==> src/rtl/spi_cmd_pkg.sv <==
package spi_cmd_pkg;
  localparam int MODE_W    = 3;
  localparam int SEL_W     = 3;
  localparam int DATA_W    = 10;
  localparam int FRAME_W   = MODE_W + SEL_W + DATA_W;
  localparam int NBANK     = 2 ** SEL_W;
  localparam int EVT_W     = DATA_W - 1;
  localparam logic [MODE_W-1:0] RO_CODE   = '1;
  localparam logic [SEL_W-1:0]  FAIL_BANK = SEL_W'(1);

  typedef struct packed {
    logic [MODE_W-1:0] mode;
    logic [SEL_W-1:0]  sel;
    logic [DATA_W-1:0] data;
  } cmd_t;
endpackage

==> src/rtl/spi_cmd_sync.sv <==
module spi_cmd_sync #(
  parameter int STAGES = 2
) (
  input  logic clk_i,
  input  logic rst_ni,
  input  logic csn_i,
  input  logic sck_i,
  input  logic sdi_i,
  output logic cs_low_o,
  output logic cs_fall_o,
  output logic cs_rise_o,
  output logic sck_rise_o,
  output logic sck_fall_o,
  output logic sdi_o
);
  // bit 2 csn, bit 1 sck, bit 0 sdi
  logic [STAGES:0][2:0] pipe_q;
  logic [2:0] cur, prev;

  always_ff @(posedge clk_i or negedge rst_ni) begin
    if (!rst_ni) pipe_q <= {(STAGES+1){3'b100}};
    else         pipe_q <= {pipe_q[STAGES-1:0], {csn_i, sck_i, sdi_i}};
  end

  assign cur        = pipe_q[STAGES-1];
  assign prev       = pipe_q[STAGES];
  assign cs_low_o   = !cur[2];
  assign cs_fall_o  = prev[2] && !cur[2];
  assign cs_rise_o  = !prev[2] && cur[2];
  assign sck_rise_o = !prev[1] && cur[1];
  assign sck_fall_o = prev[1] && !cur[1];
  assign sdi_o      = cur[0];
endmodule

==> src/rtl/spi_cmd_shift.sv <==
module spi_cmd_shift #(
  parameter int FRAME_W = 16
) (
  input  logic               clk_i,
  input  logic               rst_ni,
  input  logic               cs_low_i,
  input  logic               cs_fall_i,
  input  logic               cs_rise_i,
  input  logic               sck_rise_i,
  input  logic               sck_fall_i,
  input  logic               sdi_i,
  input  logic [FRAME_W-1:0] resp_i,
  output logic [FRAME_W-1:0] rx_o,
  output logic               frame_ok_o,
  output logic               frame_bad_o,
  output logic               sdo_o,
  output logic               sdo_en_o
);
  localparam int CNT_W = $clog2(FRAME_W + 2);
  localparam logic [CNT_W-1:0] CNT_FULL = CNT_W'(FRAME_W);

  logic [FRAME_W-1:0] rx_q, tx_q;
  logic [CNT_W-1:0]   cnt_q;
  logic               en_q, ok_q, bad_q;

  always_ff @(posedge clk_i or negedge rst_ni) begin
    if (!rst_ni) begin
      rx_q  <= '0;
      tx_q  <= '0;
      cnt_q <= '0;
      en_q  <= 1'b0;
      ok_q  <= 1'b0;
      bad_q <= 1'b0;
    end else begin
      ok_q  <= cs_rise_i && (cnt_q == CNT_FULL);
      bad_q <= cs_rise_i && (cnt_q != CNT_FULL);
      if (cs_fall_i) begin
        cnt_q <= '0;
        tx_q  <= resp_i;
        en_q  <= 1'b1;
      end else if (cs_low_i) begin
        if (sck_rise_i) begin
          rx_q <= {rx_q[FRAME_W-2:0], sdi_i};
          if (cnt_q <= CNT_FULL) cnt_q <= cnt_q + 1'b1;  // saturate one past full
        end
        if (sck_fall_i) tx_q <= {tx_q[FRAME_W-2:0], 1'b0};
      end
      if (cs_rise_i) en_q <= 1'b0;
    end
  end

  assign rx_o        = rx_q;
  assign frame_ok_o  = ok_q;
  assign frame_bad_o = bad_q;
  assign sdo_o       = tx_q[FRAME_W-1];
  assign sdo_en_o    = en_q;

  a_r2_release_on_cs: assert property (@(posedge clk_i) disable iff (!rst_ni)
    cs_rise_i |=> !sdo_en_o);
  a_r7_load_resp: assert property (@(posedge clk_i) disable iff (!rst_ni)
    cs_fall_i |=> (tx_q == $past(resp_i)));
  a_r6_single_verdict: assert property (@(posedge clk_i) disable iff (!rst_ni)
    frame_bad_o |-> !frame_ok_o);
endmodule

==> src/rtl/spi_cmd_regs.sv <==
module spi_cmd_regs
  import spi_cmd_pkg::*;
(
  input  logic                    clk_i,
  input  logic                    rst_ni,
  input  logic                    frame_ok_i,
  input  logic                    frame_bad_i,
  input  cmd_t                    cmd_i,
  input  logic [MODE_W-1:0]       mode_sts_i,
  input  logic [EVT_W-1:0]        fail_evt_i,
  output logic [FRAME_W-1:0]      resp_o,
  output logic [MODE_W-1:0]       mode_req_o,
  output logic                    mode_req_valid_o,
  output logic [NBANK*DATA_W-1:0] cfg_o,
  output logic [DATA_W-1:0]       flags_o
);
  logic [DATA_W-1:0]  cfg_q [NBANK];
  logic [DATA_W-1:0]  flags_q, rd_data;
  logic [FRAME_W-1:0] resp_q;
  logic [MODE_W-1:0]  req_q;
  logic               req_vld_q;
  logic               ro_cmd, wr_en, ro_clr;

  assign ro_cmd  = (cmd_i.mode == RO_CODE);
  assign wr_en   = frame_ok_i && !ro_cmd;
  assign ro_clr  = frame_ok_i && ro_cmd && (cmd_i.sel == FAIL_BANK);
  assign rd_data = (cmd_i.sel == FAIL_BANK) ? flags_q : cfg_q[cmd_i.sel];

  for (genvar b = 0; b < NBANK; b++) begin : g_bank
    if (b == int'(FAIL_BANK)) begin : g_status
      assign cfg_q[b] = '0;
    end else begin : g_cfg
      always_ff @(posedge clk_i or negedge rst_ni) begin
        if (!rst_ni)                                   cfg_q[b] <= '0;
        else if (wr_en && (cmd_i.sel == SEL_W'(b)))    cfg_q[b] <= cmd_i.data;
      end
      a_r3_write_only_on_frame: assert property (@(posedge clk_i) disable iff (!rst_ni)
        !$stable(cfg_q[b]) |-> $past(wr_en && (cmd_i.sel == SEL_W'(b))));
    end
    assign cfg_o[b*DATA_W +: DATA_W] = cfg_q[b];
  end

  always_ff @(posedge clk_i or negedge rst_ni) begin
    if (!rst_ni) begin
      flags_q   <= '0;
      resp_q    <= '0;
      req_q     <= '0;
      req_vld_q <= 1'b0;
    end else begin
      // new events win over a clear in the same cycle
      flags_q   <= (ro_clr ? '0 : flags_q) | {fail_evt_i, frame_bad_i};
      req_vld_q <= wr_en;
      if (wr_en)      req_q  <= cmd_i.mode;
      if (frame_ok_i) resp_q <= {mode_sts_i, cmd_i.sel, rd_data};
    end
  end

  assign resp_o           = resp_q;
  assign mode_req_o       = req_q;
  assign mode_req_valid_o = req_vld_q;
  assign flags_o          = flags_q;

  a_r4_req_one_cycle: assert property (@(posedge clk_i) disable iff (!rst_ni)
    mode_req_valid_o |=> !mode_req_valid_o);
  a_r5_no_ro_request: assert property (@(posedge clk_i) disable iff (!rst_ni)
    mode_req_valid_o |-> (mode_req_o != RO_CODE));
  a_r6_bad_sets_flag: assert property (@(posedge clk_i) disable iff (!rst_ni)
    frame_bad_i |=> flags_q[0]);
  a_r8_clear_only_by_read: assert property (@(posedge clk_i) disable iff (!rst_ni)
    (|($past(flags_q) & ~flags_q)) |-> $past(ro_clr));
endmodule

==> src/rtl/spi_cmd_if.sv <==
module spi_cmd_if
  import spi_cmd_pkg::*;
#(
  parameter int SYNC_STAGES = 2
) (
  input  logic                    clk_i,
  input  logic                    rst_ni,
  input  logic                    csn_i,
  input  logic                    sck_i,
  input  logic                    sdi_i,
  output logic                    sdo_o,
  output logic                    sdo_en_o,
  input  logic [MODE_W-1:0]       mode_sts_i,
  input  logic [EVT_W-1:0]        fail_evt_i,
  output logic [MODE_W-1:0]       mode_req_o,
  output logic                    mode_req_valid_o,
  output logic [NBANK*DATA_W-1:0] cfg_o,
  output logic [DATA_W-1:0]       fail_flags_o
);
  logic cs_low, cs_fall, cs_rise, sck_rise, sck_fall, sdi_s;
  logic frame_ok, frame_bad;
  logic [FRAME_W-1:0] rx_word, resp_word;

  spi_cmd_sync #(.STAGES(SYNC_STAGES)) u_sync (
    .clk_i, .rst_ni, .csn_i, .sck_i, .sdi_i,
    .cs_low_o(cs_low), .cs_fall_o(cs_fall), .cs_rise_o(cs_rise),
    .sck_rise_o(sck_rise), .sck_fall_o(sck_fall), .sdi_o(sdi_s)
  );

  spi_cmd_shift #(.FRAME_W(FRAME_W)) u_shift (
    .clk_i, .rst_ni,
    .cs_low_i(cs_low), .cs_fall_i(cs_fall), .cs_rise_i(cs_rise),
    .sck_rise_i(sck_rise), .sck_fall_i(sck_fall), .sdi_i(sdi_s),
    .resp_i(resp_word), .rx_o(rx_word),
    .frame_ok_o(frame_ok), .frame_bad_o(frame_bad),
    .sdo_o, .sdo_en_o
  );

  spi_cmd_regs u_regs (
    .clk_i, .rst_ni,
    .frame_ok_i(frame_ok), .frame_bad_i(frame_bad),
    .cmd_i(cmd_t'(rx_word)),
    .mode_sts_i, .fail_evt_i,
    .resp_o(resp_word),
    .mode_req_o, .mode_req_valid_o,
    .cfg_o, .flags_o(fail_flags_o)
  );
endmodule

==> config.mk <==
export PLATFORM = sky130hd
export DESIGN_NAME = spi_cmd_if
export DESIGN_NICKNAME = d
export VERILOG_FILES = /design/src/rtl/spi_cmd_pkg.sv /design/src/rtl/spi_cmd_sync.sv /design/src/rtl/spi_cmd_shift.sv /design/src/rtl/spi_cmd_regs.sv /design/src/rtl/spi_cmd_if.sv
export SDC_FILE = /design/constraint.sdc
export NUM_CORES = 1
export LEC_CHECK = 0
export ABC_CLOCK_PERIOD_IN_PS = 1670
export CAP_MARGIN = 20
export CORE_UTILIZATION = 39
export DETAILED_ROUTE_END_ITERATION = 10
export DONT_BUFFER_PORTS = 1
export PLACE_DENSITY = 0.66
export SETUP_SLACK_MARGIN = 0.4
export SKIP_CTS_REPAIR_TIMING = 1
export SYNTH_ARGS = -nofsm -noshare
export SYNTH_HDL_FRONTEND = slang
export SYNTH_SLANG_ARGS = --single-unit
==> constraint.sdc <==
create_clock -name clk_i -period 1.67 [get_ports clk_i]
set_input_delay 0 -clock clk_i [delete_from_list [all_inputs] [get_ports clk_i]]
set_output_delay 0 -clock clk_i [all_outputs]
set_load 0.005 [all_outputs]
---- After elaboration in Yosys (flattened, before gate mapping) ----
Index checks and enable logic that the tools add are counted.
W data, S select, Z words.
storage, ports and cells
  bits of input ports ..................... 17
  flip-flop bits (word level) ............. 149
  output and inout bits ................... 96
  logic and storage cells ................. 81
cells by class
  reduce and logical (&&, ||, !) cells .... 29
  add/subtract/negate cells ............... 1
  bitwise gates (word level) .............. 4
  eq/ne operators ......................... 11
  multiplexer cells ....................... 14
  $lt $le $gt $ge ......................... 2
operators with widths
  operator               count
  $mux W16               3
  $mux W10               4
  $bmux W10 S3           1
  $mux W5                4
  $logic_and A1 B1 Y1    16
  $eq A3 B3 Y1 const B   5
  $or A10 B10 Y10        1
  $reduce_bool A2 Y1     4
  $eq A3 B2 Y1 const B   2
  $reduce_and A3 Y1      2
  $add A5 B1 Y5 const B  1
  $eq A5 B5 Y1 const B   1
  $le A5 B5 Y1 const B   1
  $logic_not A1 Y1       5
  $ne A5 B5 Y1 const B   1
  $ge A4 B4 Y1 const B   1
  $not A3 Y4             1
  $eq A3 B1 Y1 const B   1
  $logic_not A3 Y1       1
  $mux W1                2
  $ne A2 B2 Y1 const B   1
  $not A1 Y1             2
  $reduce_and A2 Y1      1

---- Longest topological paths before layout ----
  word-level depth ........................ 5
  depth in mapped cells ................... 6
  gate-level depth less buffers ........... 6

---- Modules after synthesis ----
A second synthesis with hierarchy kept.
unflattened totals
  cell total of the unflattened synthesis .. 479
  area, all modules ....................... 6416.2 um^2
modules (own cells, without submodules)
  module         seq. area each (um^2)  instances  area each (um^2)  cells an instance
  spi_cmd_regs   2502.4                 1          4441.8            322
  spi_cmd_shift  1001.0                 1          1736.7            144
  spi_cmd_sync   203.9                  1          237.7             13

---- Least setup slack after synthesis ----
No wires, ideal clock.
  path type ............................... reg-to-reg
  start ................................... reg u_sync.pipe_q, in the netlist u_sync.cur[2]
  end ..................................... reg u_shift.rx_q[10], in the netlist u_shift.rx_o[10]
  setup slack ............................. -0.082 ns
  clock period less this slack ............ 1.752 ns
  data required time ...................... 1.545 ns
  arrival ................................. 1.628 ns
  setup time .............................. 0.125 ns
  cell stages (with the launch flop) ...... 6
  buffers on the path ..................... 1
  cells stage by stage .................... dfstp_2 inv_1 ha_1 nand3b_1 buf_2 mux2_2
on the way
  longest elaborated chain between the ends .. 4
  elaborated cells between the ends (all ways) .. 5
  classes of those cells .................. 2 x bitwise; 3 x reduce/logical
ends and longest elaborated chain
  item                                    line                 text
  start, declared                         spi_cmd_sync.sv:17   logic [STAGES:0][2:0] pipe_q;
  start signal, assigned                  spi_cmd_sync.sv:21   if (!rst_ni) pipe_q <= {(STAGES+1){3'b100}};
  start signal, assigned                  spi_cmd_sync.sv:22   else pipe_q <= {pipe_q[STAGES-1:0], {csn_i, sck_i, sdi_i}};
  $logic_not A1 Y1                        n/a
  $logic_and A1 B1 Y1                     spi_cmd_sync.sv:28   assign cs_fall_o = prev[2] && !cur[2];
  $not A1 Y1 (no source line)             n/a
  $reduce_and A3 Y1 (no source line) (*)  n/a
  end signal, assigned                    spi_cmd_shift.sv:43  rx_q <= {rx_q[FRAME_W-2:0], sdi_i};
  end, declared                           spi_cmd_shift.sv:22  logic [FRAME_W-1:0] rx_q, tx_q;
Mark *: on every way between the ends. The rest lies on a longest branch, timed or not.
A chain may end at the register's enable or synchronous reset.

---- Worst setup path after layout ----
  start ................................... reg u_shift.rx_q[13], in the netlist u_shift.rx_o[13]
  end ..................................... reg u_regs.cfg_q, in the netlist u_regs.cfg_o[29]
on the way
  longest elaborated chain between the ends .. 4
ends and longest elaborated chain
  item                           line                text
  $eq A3 B3 Y1                   spi_cmd_regs.sv:24  assign ro_cmd = (cmd_i.mode == RO_CODE);
  $logic_not A1 Y1               spi_cmd_regs.sv:25  assign wr_en = frame_ok_i && !ro_cmd;
  $logic_and A1 B1 Y1            spi_cmd_regs.sv:25
  $logic_and A1 B1 Y1            spi_cmd_regs.sv:35  else if (wr_en && (cmd_i.sel == SEL_W'(b))) cfg_q[b] <= cmd_i.data;
  end signal, assigned by index  spi_cmd_regs.sv:35
  end, declared                  spi_cmd_regs.sv:17  logic [DATA_W-1:0] cfg_q [NBANK];
No other way between the ends.

==> summary.md <==
The flow ran to the end, but the final reports show violations. The final reports fail on negative hold slack. The portion of the post-synthesis area used by sequential elements is 0.573. The tools report the routed wire length as 17,400 microns.

The starting density of the core came out at 0.403. The power density normalized to cell area was 909 mW/mm^2. The clock power share was 0.490; the relative contribution of sequential cells to total power was 0.462. Sorting the synthesized cells by area gives the leading types as sky130_fd_sc_hd__dfrtp_1 56%, sky130_fd_sc_hd__mux2_2 14%, sky130_fd_sc_hd__mux2i_1 8.8%, sky130_fd_sc_hd__a22oi_1 2.3%, sky130_fd_sc_hd__mux2_4 2.3%. The worst register-to-register path ends at u_regs.cfg_o[29]. The run gives 0.564 as the post-route core utilization. In this run the static leakage power is 0.00406 uW.

The total count of max-transition violations in the final report was 0. The worst min-delay path class is in -> async. The number of antenna violations at the first check in global routing was 0; the detailed placer's ending HPWL was 9990 microns.

The run gives 0.048 as the combinational fraction of design power. The kind of critical path is reg -> reg. Summing every instance area after synthesis gives 0.00647 sq mm. After clock tree synthesis, the clock-pin slew on the worst setup and hold paths is 0.06 ns.

Data on the critical path is required at its endpoint by 1.97 ns. The minimum clock period after layout is 1.63 ns, and the top achievable clock speed is 615 MHz. The run gives 6440 uW as the internal cell power. The routed length per instance works out to 22.1 microns. Synthesis produced a netlist whose cell count is 484. The count of cells along the worst register-to-register path was 5; the share of the clock period used by the worst path after layout was 0.974. The analysis attributes to net switching a power of 1800 uW.

Counting flops and latches in the post-synthesis netlist gives 148. Count of port buffers added during placement: 0. From bottom edge to top edge, the die measures 131 microns. The worst hold slack is -0.726 ns, and the antenna diode count is 0. At the worst endpoint, the arrival time is 1.93 ns.

Traced cell by cell, the critical path runs through nand3_4 > and3b_4 > nand3b_1 > buf_12 > mux2_4. The net switching fraction of the power works out to 0.218. The reported max-cap violation count is 0, and the share of post-route cells with drive strength above 1 is 0.489.

For the global-route usage over all layers, the log shows 0.188. Summing all multi-input logic gate instances after layout gives 0.00335 sq mm. The layout has 1,243 filler cells. Setup repair after global routing could not meet its margin everywhere. For the number of global-route vias before repair, the log shows 4,049. Between clock sinks in the finished design, the worst skew comes to 0.0123 ns. The biggest fanout along the worst timing path came out at 7. The clock drives 148 sinks. The logs give 581 for the number of nets at the end of the flow and 0.04 ns for the worst reg-to-reg setup slack.

The clock root buffer was sky130_fd_sc_hd__clkbuf_16. The count of final hold-check violations came out at 148. In the final layout, flip-flops and latches occupy 0.00371 sq mm. Proportion of netlist area held by the largest area contributor: 0.561.

The worst setup path is launched from a flop. The routed layout has 4,183 vias. Setup total negative slack: 0 ns. The number of DRC violations after detailed-routing iteration 0 was 234. Worst reg2reg path startpoint: u_shift.rx_o[13].

For the number of library cell types mapped by synthesis, the log shows 42. Relative to the synthesized area, the layout overhead comes to 40.1%. The sum of buffers and inverters on the critical path was 1. The largest single stage delay on the critical path is 0.41 ns. For the total of endpoints with negative setup slack in the final report, the log shows 0. Remaining global-route overflow: 0. 113 I/O pins were placed.

Post-synthesis average cell area: 13.4 sq um. The later pin in the worst-skew pair is clocked with a latency of 0.43 ns. Row generation in the floorplan step produced 46 rows. The Yosys step of the flow raised 0 warnings. The post-detailed-route DRC marker count is 0, and the H-tree depth is 4. The die covers 0.0171 sq mm. Entering global routing, the biggest net connects 149 pins. No sink is reached through more buffers than the 2 on the longest clock path. The tools report the routability congestion estimate from global placement as 0.792.

In the routed layout, each cell is associated on average with a via count of 5.32. Of all cell types, the one taking the most synthesized area is sky130_fd_sc_hd__dfrtp_1. The tools report the detailed-routing iteration count for the pre-antenna-repair pass as 4. The worst-path cell with the longest stage delay was sky130_fd_sc_hd__dfrtp_1. The width of the die was 131 microns.

The first global-routing pass estimated 23,400 microns of wire. The top cell family by delay on the critical path is simple AND/OR/NAND/NOR gates. The kind of end point of the critical path was a flop. The region available for standard cell placement spans 0.0161 sq mm.

VDD sags by at most 0.622 mV. The detail route stage leaves a number of antenna-violating nets equal to 0. TritonCTS built the clock tree. The number of buffers created by CTS came out at 17.
-- synth_stat cells, drive strengths merged --
cell type	count
nand2b	1
conb	1
mux2i	57
nand3	13
a21o	10
and3	2
xnor2	1
a22oi	20
mux2	90
xor2	2
nand4	2
dfstp	3
o21a	1
o21ai	27
ha	5
a22o	1
nor2	10
and2	2
clkbuf	8
inv	20
nand2	19
a21boi	1
a21oi	4
buf	26
a31oi	1
nor2b	2
nor3b	4
dfrtp	145
o211ai	1
nor4bb	2
and3b	1
nand3b	2
-- cells in the final DEF, fill, tap and decap left out, drive strengths merged, types with 3 or more instances in the layout --
master	Yosys	routed
dfrtp	145	145
mux2	90	90
mux2i	57	57
buf	26	57
o21ai	27	27
clkbuf	8	26
inv	20	20
a22oi	20	20
nand2	19	19
dlygate4sd3	0	15
nand3	13	13
a21o	10	10
conb	1	10
nor2	10	10
clkinv	0	6
ha	5	5
bufinv	0	4
nor3b	4	4
a21oi	4	4
clkinvlp	0	3
dfstp	3	3
and2	2	3
-- cell families after synthesis --
kind of cell,share of synthesized area
simple gates,0.0517
buf+inv,0.0453
fa+ha+maj,0.00967
xor+xnor,0.00406
other cells,0.000580
mux,0.251
flops,0.573
compound gates,0.0646
-- worst max path at each step --
stage	from	to	slack [ns]	cells past startpoint
after floorplan	u_sync.cur[2]	u_shift.rx_o[10]	0.05	5
after global placement	u_shift.rx_o[13]	u_regs.cfg_o[36]	-0.05	4
after detailed placement	u_shift.rx_o[13]	u_regs.cfg_o[31]	-0.05	4
after CTS	u_shift.rx_o[13]	u_regs.cfg_o[31]	-0.07	4
after global routing	u_shift.rx_o[13]	u_regs.cfg_o[27]	-0.03	5
final	u_shift.rx_o[13]	u_regs.cfg_o[29]	0.04	5
-- worst register-to-register path: cells and delay by family (launching register included) --
kind	cells	cell delay, ns
multiplexers	1	0.30
buffers and inverters	1	0.21
flip-flops	1	0.41
AND/OR/NAND/NOR	3	0.61
-- metal layers --
metal | vias up | GRT usage | share of wire
met5 | - | 0 | 0
met4 | 0 | 0.0554 | 0.014
met3 | 16 | 0.0704 | 0.071
met2 | 132 | 0.285 | 0.49
met1 | 2183 | 0.250 | 0.42
li1 | 1852 | - | -
-- final cells by class --
type	count	area share
Timing Repair Buffer	80	0.113
Inverter	20	0.00856
Clock buffer	18	0.0485
Multi-Input combinational cell	292	0.370
Sequential cell	148	0.410
Tap cell	216	0.0298
Clock inverter	13	0.0203
-- registers in the layout (all words and copies together) (netlist names) --
name and flops:
u_regs.cfg_o 70, u_regs.flags_o 10, u_regs.mode_req_o 3, u_regs.mode_req_valid_o 1, u_regs.resp_o 16, u_shift.cnt_q 5
u_shift.frame_bad_o 1, u_shift.frame_ok_o 1, u_shift.rx_o 16, u_shift.sdo_en_o 1, u_shift.tx_q 16, u_sync.cur 3
u_sync.pipe_q 3, u_sync.prev 2
-- power by group through the flow --
| stage | clock, uW | sequential [uW] | combinational (uW) |
|---|---|---|---|
| floorplan | 0 | 3810 | 158 |
| global placement | 0 | 3850 | 161 |
| detailed placement | 0 | 3860 | 172 |
| CTS | 4080 | 3800 | 172 |
| global route | 4260 | 3810 | 421 |
| finish | 4030 | 3800 | 398 |
-- through the flow --
| stage | hold slack, ns | power [uW] | cells | area, sq um | setup slack (ns) |
|---|---|---|---|---|---|
| 4_1_cts | -0.740 | 8050 | 733 | 7710 | -0.0688 |
| 3_5_place_dp | -0.290 | 4030 | 702 | 7090 | -0.0527 |
| 3_3_place_gp | -0.291 | 4020 | 702 | 7090 | -0.0508 |
| 5_1_grt | -0.748 | 8490 | 787 | 9060 | -0.0321 |
| 2_1_floorplan | -0.296 | 3970 | 493 | 6860 | 0.0464 |
| 6_report | -0.726 | 8230 | 787 | 9060 | 0.0432 |
Note: power is estimated with default switching activity, not from simulation.
